==> config.mk <==
export PLATFORM = sky130hd
export DESIGN_NAME = dbk_comparator
export DESIGN_NICKNAME = d
export VERILOG_FILES = /design/src/rtl/dbk_pkg.sv /design/src/rtl/dbk_regs.sv /design/src/rtl/dbk_match.sv /design/src/rtl/dbk_prio.sv /design/src/rtl/dbk_comparator.sv
export SDC_FILE = /design/constraint.sdc
export NUM_CORES = 1
export LEC_CHECK = 0
export CAP_MARGIN = 20
export CORE_MARGIN = 3
export CORE_UTILIZATION = 52
export DETAILED_ROUTE_END_ITERATION = 7
export PLACE_DENSITY = 0.91
export SLEW_MARGIN = 25
export SYNTH_ARGS = -nofsm -noshare
export SYNTH_HDL_FRONTEND = slang
export SYNTH_SLANG_ARGS = --single-unit
==> constraint.sdc <==
create_clock -name clk -period 3.52 [get_ports clk]
set_clock_uncertainty 0.05 [all_clocks]
set_input_delay 0.528 -clock clk [delete_from_list [all_inputs] [get_ports clk]]
set_output_delay 0.528 -clock clk [all_outputs]
set_load 0.01 [all_outputs]
==> src/rtl/dbk_pkg.sv <==
`timescale 1ns/1ps
package dbk_pkg;

    localparam int CFG_W      = 32;
    localparam int ST_EN_BIT  = 31;
    localparam int LD_EN_BIT  = 30;

    typedef enum logic {
        CFG_ADDR = 1'b0,
        CFG_CTRL = 1'b1
    } cfg_kind_e;

    // Number of consecutive ones in field[width-1:0] counted from its top bit.
    function automatic int top_run(input logic [CFG_W-1:0] field, input int width);
        int  run;
        bit  stop;
        run  = 0;
        stop = 1'b0;
        for (int i = CFG_W - 1; i >= 0; i--) begin
            if (i < width) begin
                if (!stop && field[i]) run++;
                else                   stop = 1'b1;
            end
        end
        return run;
    endfunction

endpackage

==> src/rtl/dbk_regs.sv <==
`timescale 1ns/1ps
module dbk_regs
    import dbk_pkg::*;
#(
    parameter int NUM_CH = 2,
    parameter int ADDR_W = 32,
    parameter int MASK_W = 6,
    parameter int SEL_W  = 1
) (
    input  logic                           clk,
    input  logic                           rst,
    input  logic                           cfg_we,
    input  logic [SEL_W-1:0]               cfg_sel,
    input  logic                           cfg_kind,
    input  logic [CFG_W-1:0]               cfg_wdata,
    output logic [NUM_CH-1:0][ADDR_W-1:0]  ch_addr,
    output logic [NUM_CH-1:0][MASK_W-1:0]  ch_cmp,
    output logic [NUM_CH-1:0]              ch_st,
    output logic [NUM_CH-1:0]              ch_ld
);

    localparam logic [MASK_W-1:0] ALL_ONES = {MASK_W{1'b1}};

    // Compare bits for the low field after truncation at the highest zero.
    logic [MASK_W-1:0] cmp_decoded;
    always_comb begin
        cmp_decoded = ~(ALL_ONES >> top_run(cfg_wdata, MASK_W));
    end

    for (genvar c = 0; c < NUM_CH; c++) begin : g_ch
        logic sel_me;
        assign sel_me = cfg_we && (cfg_sel == SEL_W'(c));

        always_ff @(posedge clk) begin
            if (rst) begin
                ch_addr[c] <= '0;
                ch_cmp[c]  <= '0;
                ch_st[c]   <= 1'b0;
                ch_ld[c]   <= 1'b0;
            end else if (sel_me) begin
                if (cfg_kind == CFG_ADDR) begin
                    ch_addr[c] <= cfg_wdata[ADDR_W-1:0];
                end else begin
                    ch_cmp[c] <= cmp_decoded;
                    ch_st[c]  <= cfg_wdata[ST_EN_BIT];
                    ch_ld[c]  <= cfg_wdata[LD_EN_BIT];
                end
            end
        end
    end

endmodule

==> src/rtl/dbk_match.sv <==
`timescale 1ns/1ps
module dbk_match #(
    parameter int ADDR_W = 32,
    parameter int MASK_W = 6
) (
    input  logic              acc_valid,
    input  logic [ADDR_W-1:0] acc_addr,
    input  logic              acc_rd,
    input  logic              acc_wr,
    input  logic [ADDR_W-1:0] watch_addr,
    input  logic [MASK_W-1:0] watch_cmp,
    input  logic              watch_st,
    input  logic              watch_ld,
    output logic              hit
);

    localparam int HI_W = ADDR_W - MASK_W;

    logic [ADDR_W-1:0] full_mask;
    logic              kind_ok;
    logic              addr_ok;

    always_comb begin
        full_mask = {{HI_W{1'b1}}, watch_cmp};
        kind_ok   = (acc_wr && watch_st) || (acc_rd && watch_ld);
        addr_ok   = ((acc_addr ^ watch_addr) & full_mask) == '0;
        hit       = acc_valid && kind_ok && addr_ok;
    end

endmodule

==> src/rtl/dbk_prio.sv <==
`timescale 1ns/1ps
module dbk_prio #(
    parameter int NUM_CH = 2,
    parameter int SEL_W  = 1
) (
    input  logic [NUM_CH-1:0] hit_vec,
    output logic              any_hit,
    output logic [SEL_W-1:0]  first_idx
);

    always_comb begin
        any_hit   = |hit_vec;
        first_idx = '0;
        for (int c = NUM_CH - 1; c >= 0; c--) begin
            if (hit_vec[c]) first_idx = SEL_W'(c);
        end
    end

endmodule

==> src/rtl/dbk_comparator.sv <==
`timescale 1ns/1ps
module dbk_comparator
    import dbk_pkg::*;
#(
    parameter int NUM_CH = 2,
    parameter int ADDR_W = 32,
    parameter int MASK_W = 6,
    localparam int SEL_W = (NUM_CH > 1) ? $clog2(NUM_CH) : 1
) (
    input  logic              clk,
    input  logic              rst,
    input  logic              cfg_we,
    input  logic [SEL_W-1:0]  cfg_sel,
    input  logic              cfg_kind,
    input  logic [31:0]       cfg_wdata,
    input  logic              acc_valid,
    input  logic [ADDR_W-1:0] acc_addr,
    input  logic              acc_rd,
    input  logic              acc_wr,
    output logic              brk_hit,
    output logic [SEL_W-1:0]  brk_chan
);

    logic [NUM_CH-1:0][ADDR_W-1:0] ch_addr;
    logic [NUM_CH-1:0][MASK_W-1:0] ch_cmp;
    logic [NUM_CH-1:0]             ch_st;
    logic [NUM_CH-1:0]             ch_ld;
    logic [NUM_CH-1:0]             hit_vec;

    dbk_regs #(
        .NUM_CH(NUM_CH), .ADDR_W(ADDR_W), .MASK_W(MASK_W), .SEL_W(SEL_W)
    ) u_regs (
        .clk       (clk),
        .rst       (rst),
        .cfg_we    (cfg_we),
        .cfg_sel   (cfg_sel),
        .cfg_kind  (cfg_kind),
        .cfg_wdata (cfg_wdata),
        .ch_addr   (ch_addr),
        .ch_cmp    (ch_cmp),
        .ch_st     (ch_st),
        .ch_ld     (ch_ld)
    );

    for (genvar c = 0; c < NUM_CH; c++) begin : g_match
        dbk_match #(.ADDR_W(ADDR_W), .MASK_W(MASK_W)) u_match (
            .acc_valid  (acc_valid),
            .acc_addr   (acc_addr),
            .acc_rd     (acc_rd),
            .acc_wr     (acc_wr),
            .watch_addr (ch_addr[c]),
            .watch_cmp  (ch_cmp[c]),
            .watch_st   (ch_st[c]),
            .watch_ld   (ch_ld[c]),
            .hit        (hit_vec[c])
        );
    end

    dbk_prio #(.NUM_CH(NUM_CH), .SEL_W(SEL_W)) u_prio (
        .hit_vec   (hit_vec),
        .any_hit   (brk_hit),
        .first_idx (brk_chan)
    );

endmodule

==> results.py <==
metrics = {
    "cells_and_area": {
        "fillers": 536,
        "drive_gt1_share_pct": 10.3,
        "postLayoutCellArea_um2": 5050,
        "syn2layout_area_growth_pct": 29.4,
        "final_util_pct": 71.9,
        "diodes": 0,
        "nets": 642,
        "seq_area_um2": 1600,
        "multiInputGateArea_um2": 2240,
    },
    "sta": {
        "timing.final.crit_share_pct": 95.1,
        "max_freq_mhz": 299,
        "finalHoldViolCount": 0,
        "maxSlewHeadroom_pct": 32.7,
        "hold_slack_ns": 0.419,
        "slew_violations": 0,
        "tightest_slew_ns": 1.01,
        "setup_viol": 0,
        "period_needed_ns": 3.35,
    },
    "global_routing": {
        "grt_overflow_total": 0,
        "grt_max_degree": 54,
        "grtUsageTotal_pct": 27.2,
        "grt_pass1_wl_um": 18300,
        "antenna_found_initial": 0,
        "grt_pass1_vias": 3916,
    },
    "clock_tree": {
        "numCtsBuffers": 9,
        "cts_tree": "yes",
        "clk_pin_slew_worst_paths_ns": 0.08,
        "cts.sinks": 80,
        "h-tree-depth": 3,
        "ctsRootBufferMaster": "clkbuf_8",
        "ctsLongestPathBuffers": 2,
        "clk_latency_ns": 0.35,
    },
    "pwr": {
        "power_w": 0.00197,
        "peakVddDrop_v": 0.000431,
        "cellPowerDensity_nw_per_um2": 389,
        "leakage_nw": 1.92,
    },
    "synthesis": {
        "syn_avg_cell_area_um2": 7.93,
        "synth_ff_type": "dfxtp_1",
        "synthCells": 492,
        "yosysSeqAreaShare_pct": 41.0,
        "async_reset_ff_share_pct": 0,
        "yosysUniqueCellTypes": 47,
        "ys_warn_count": 0,
        "synth_edf_count": 0,
        "synth_fp_nets": 567,
        "synth-seq-cells": 80,
        "synth_area_um2": 3900,
    },
    "floorplanning": {
        "die_w_um": 92.6,
        "core_um2": 7020,
        "die_h_um": 92.6,
        "io_pins": 74,
        "dieArea_um2": 8580,
        "row_count": 30,
        "initial_utilization_pct": 55.6,
    },
    "placement": {
        "gp_congestion": 0.868,
        "dp_hpwl_um": 8200,
        "post_dp_cell_area_um2": 4770,
        "port_buffers": 73,
    },
    "drt": {
        "dr_total_vias": 3873,
        "avgRoutedWirePerCell_um": 17.2,
        "ant_nets": 0,
        "drt_iter0_drc": 254,
        "wirelength_um": 11500,
        "dr.pass1.iters": 5,
        "route.detailed.drc": 0,
        "via_per_inst": 5.80,
    },
    "worst_setup_path": {
        "critPathRequiredTime_ns": 2.94,
        "path_max_fanout": 2,
        "crit_type": "in -> out",
        "worstSetupEndpointType": "output pin",
        "worst_ep_arrival_time_ns": 2.77,
        "rrSetupSlack_ns": 2.74,
        "start_kind": "input port",
    },
    "job": {
        "drv_cap": 0,
    },
    "outcome": {
        "status": "completed",
    },
    "hold_path": {
        "hp-class": "reg -> reg",
    },
}
cell usage after synthesis, types with 2 or more instances:
library cell,instances,area (um^2)
nand2_1,151,567
dfxtp_1,80,1600
a21oi_1,74,370
xor2_1,57,499
clkbuf_1,21,78.8
nor4_1,13,81.3
nor2_1,11,41.3
xnor2_1,8,70.1
a22oi_1,6,45.0
buf_2,5,25.0
inv_1,5,18.8
nand3_1,5,25.0
nand4_1,5,31.3
nand3b_1,4,30.0
ha_1,3,37.5
nor3_1,3,15.0
a211oi_1,2,15.0
a21oi_2,2,17.5
a221o_1,2,20.0
a31oi_1,2,12.5
and3_1,2,12.5
and3b_1,2,17.5
nor2b_1,2,12.5
o21ai_0,2,10.0
o311ai_1,2,17.5
o31ai_1,2,15.0
layout make-up:
class	instances	area share, %
multi-input combinational	379	44.4
sequential	80	31.7
timing repair buffer	91	17.0
clock buffer	10	2.73
tap	96	2.38
clock inverter	6	1.34
inverter	6	0.446
critical path, stage by stage:
cell and delay, ns:
clkdlybuf4s50_1 0.45, xor2_1 0.22, nor4_1 0.35, nand2_1 0.14, nor4_1 0.32, nor2b_1 0.19
clkdlybuf4s50_1 0.56
sequential cells by signal, indices dropped and copies added, names as in the netlist:
| signal | flops |
|---|---|
| u_regs.ch_addr | 64 |
| u_regs.ch_st | 2 |
| u_regs.ch_ld | 2 |
| u_regs.ch_cmp | 12 |
stage by stage:
stage	std cells	setup slack, ns	TNS, ns
3_3_place_gp	651	-0.195	-1.81
6_report	668	0.173	0
3_5_place_dp	651	-0.408	-4.02
5_1_grt	668	-0.0128	-0.0128
2_1_floorplan	492	0.283	0
4_1_cts	667	0.0166	0
cell families after synthesis:
kind of cell / count (synthesis) / synth area share, %
mux: 1 / 0.288
flops: 80 / 41.0
simple gates: 203 / 22.4
xor+xnor: 65 / 14.6
compound gates: 107 / 17.3
fa+ha+maj: 3 / 0.962
buf+inv: 33 / 3.43
power breakdown:
part | leakage, nW | switching [W] | internal (W)
Sequential | 0.650 | 0.0000187 | 0.000933
Combinational | 1.17 | 0.000166 | 0.000154
Clock | 0.0989 | 0.000345 | 0.000349
Total | 1.92 | 0.000530 | 0.00144
layout by cell type (no fill, tap or decap), drive strengths merged, types with 4 or more instances in the layout:
master,netlist,final
a21oi,76,76
a22oi,6,6
buf,6,19
clkbuf,21,10
clkdlybuf4s50,0,72
dfxtp,80,80
inv,6,7
nand2,151,151
nand3,5,5
nand3b,4,4
nand4,5,5
nor2,11,11
nor4,13,13
xnor2,8,8
xor2,57,57
routing by layer:
metal,vias to the layer above,GRT usage [%],part of all wire [%]
li1,1815,-,-
met1,1804,31.0,37
met2,213,48.3,49
met3,41,6.99,9.5
met4,0,11.1,3.6
met5,-,0,0
what timing repair did:
action,CTS,global route
pin swaps,1,7
endpoints found under the setup margin,2,13
buffers inserted,0,1
gates resized for setup,2,11
hold buffers,0,0
final timing paths:
| kind | startpoint | endpoint | cells after the start |
|---|---|---|---|
| worst max register to register | u_regs.ch_cmp[11] | u_regs.ch_cmp[11] | 2 |
| worst max-delay path | acc_addr[10] | brk_chan | 7 |
| worst min register to register | u_regs.ch_addr[35] | u_regs.ch_addr[35] | 2 |
| worst min-delay path | u_regs.ch_addr[35] | u_regs.ch_addr[35] | 2 |
Note: power is estimated with default switching activity, not from simulation.
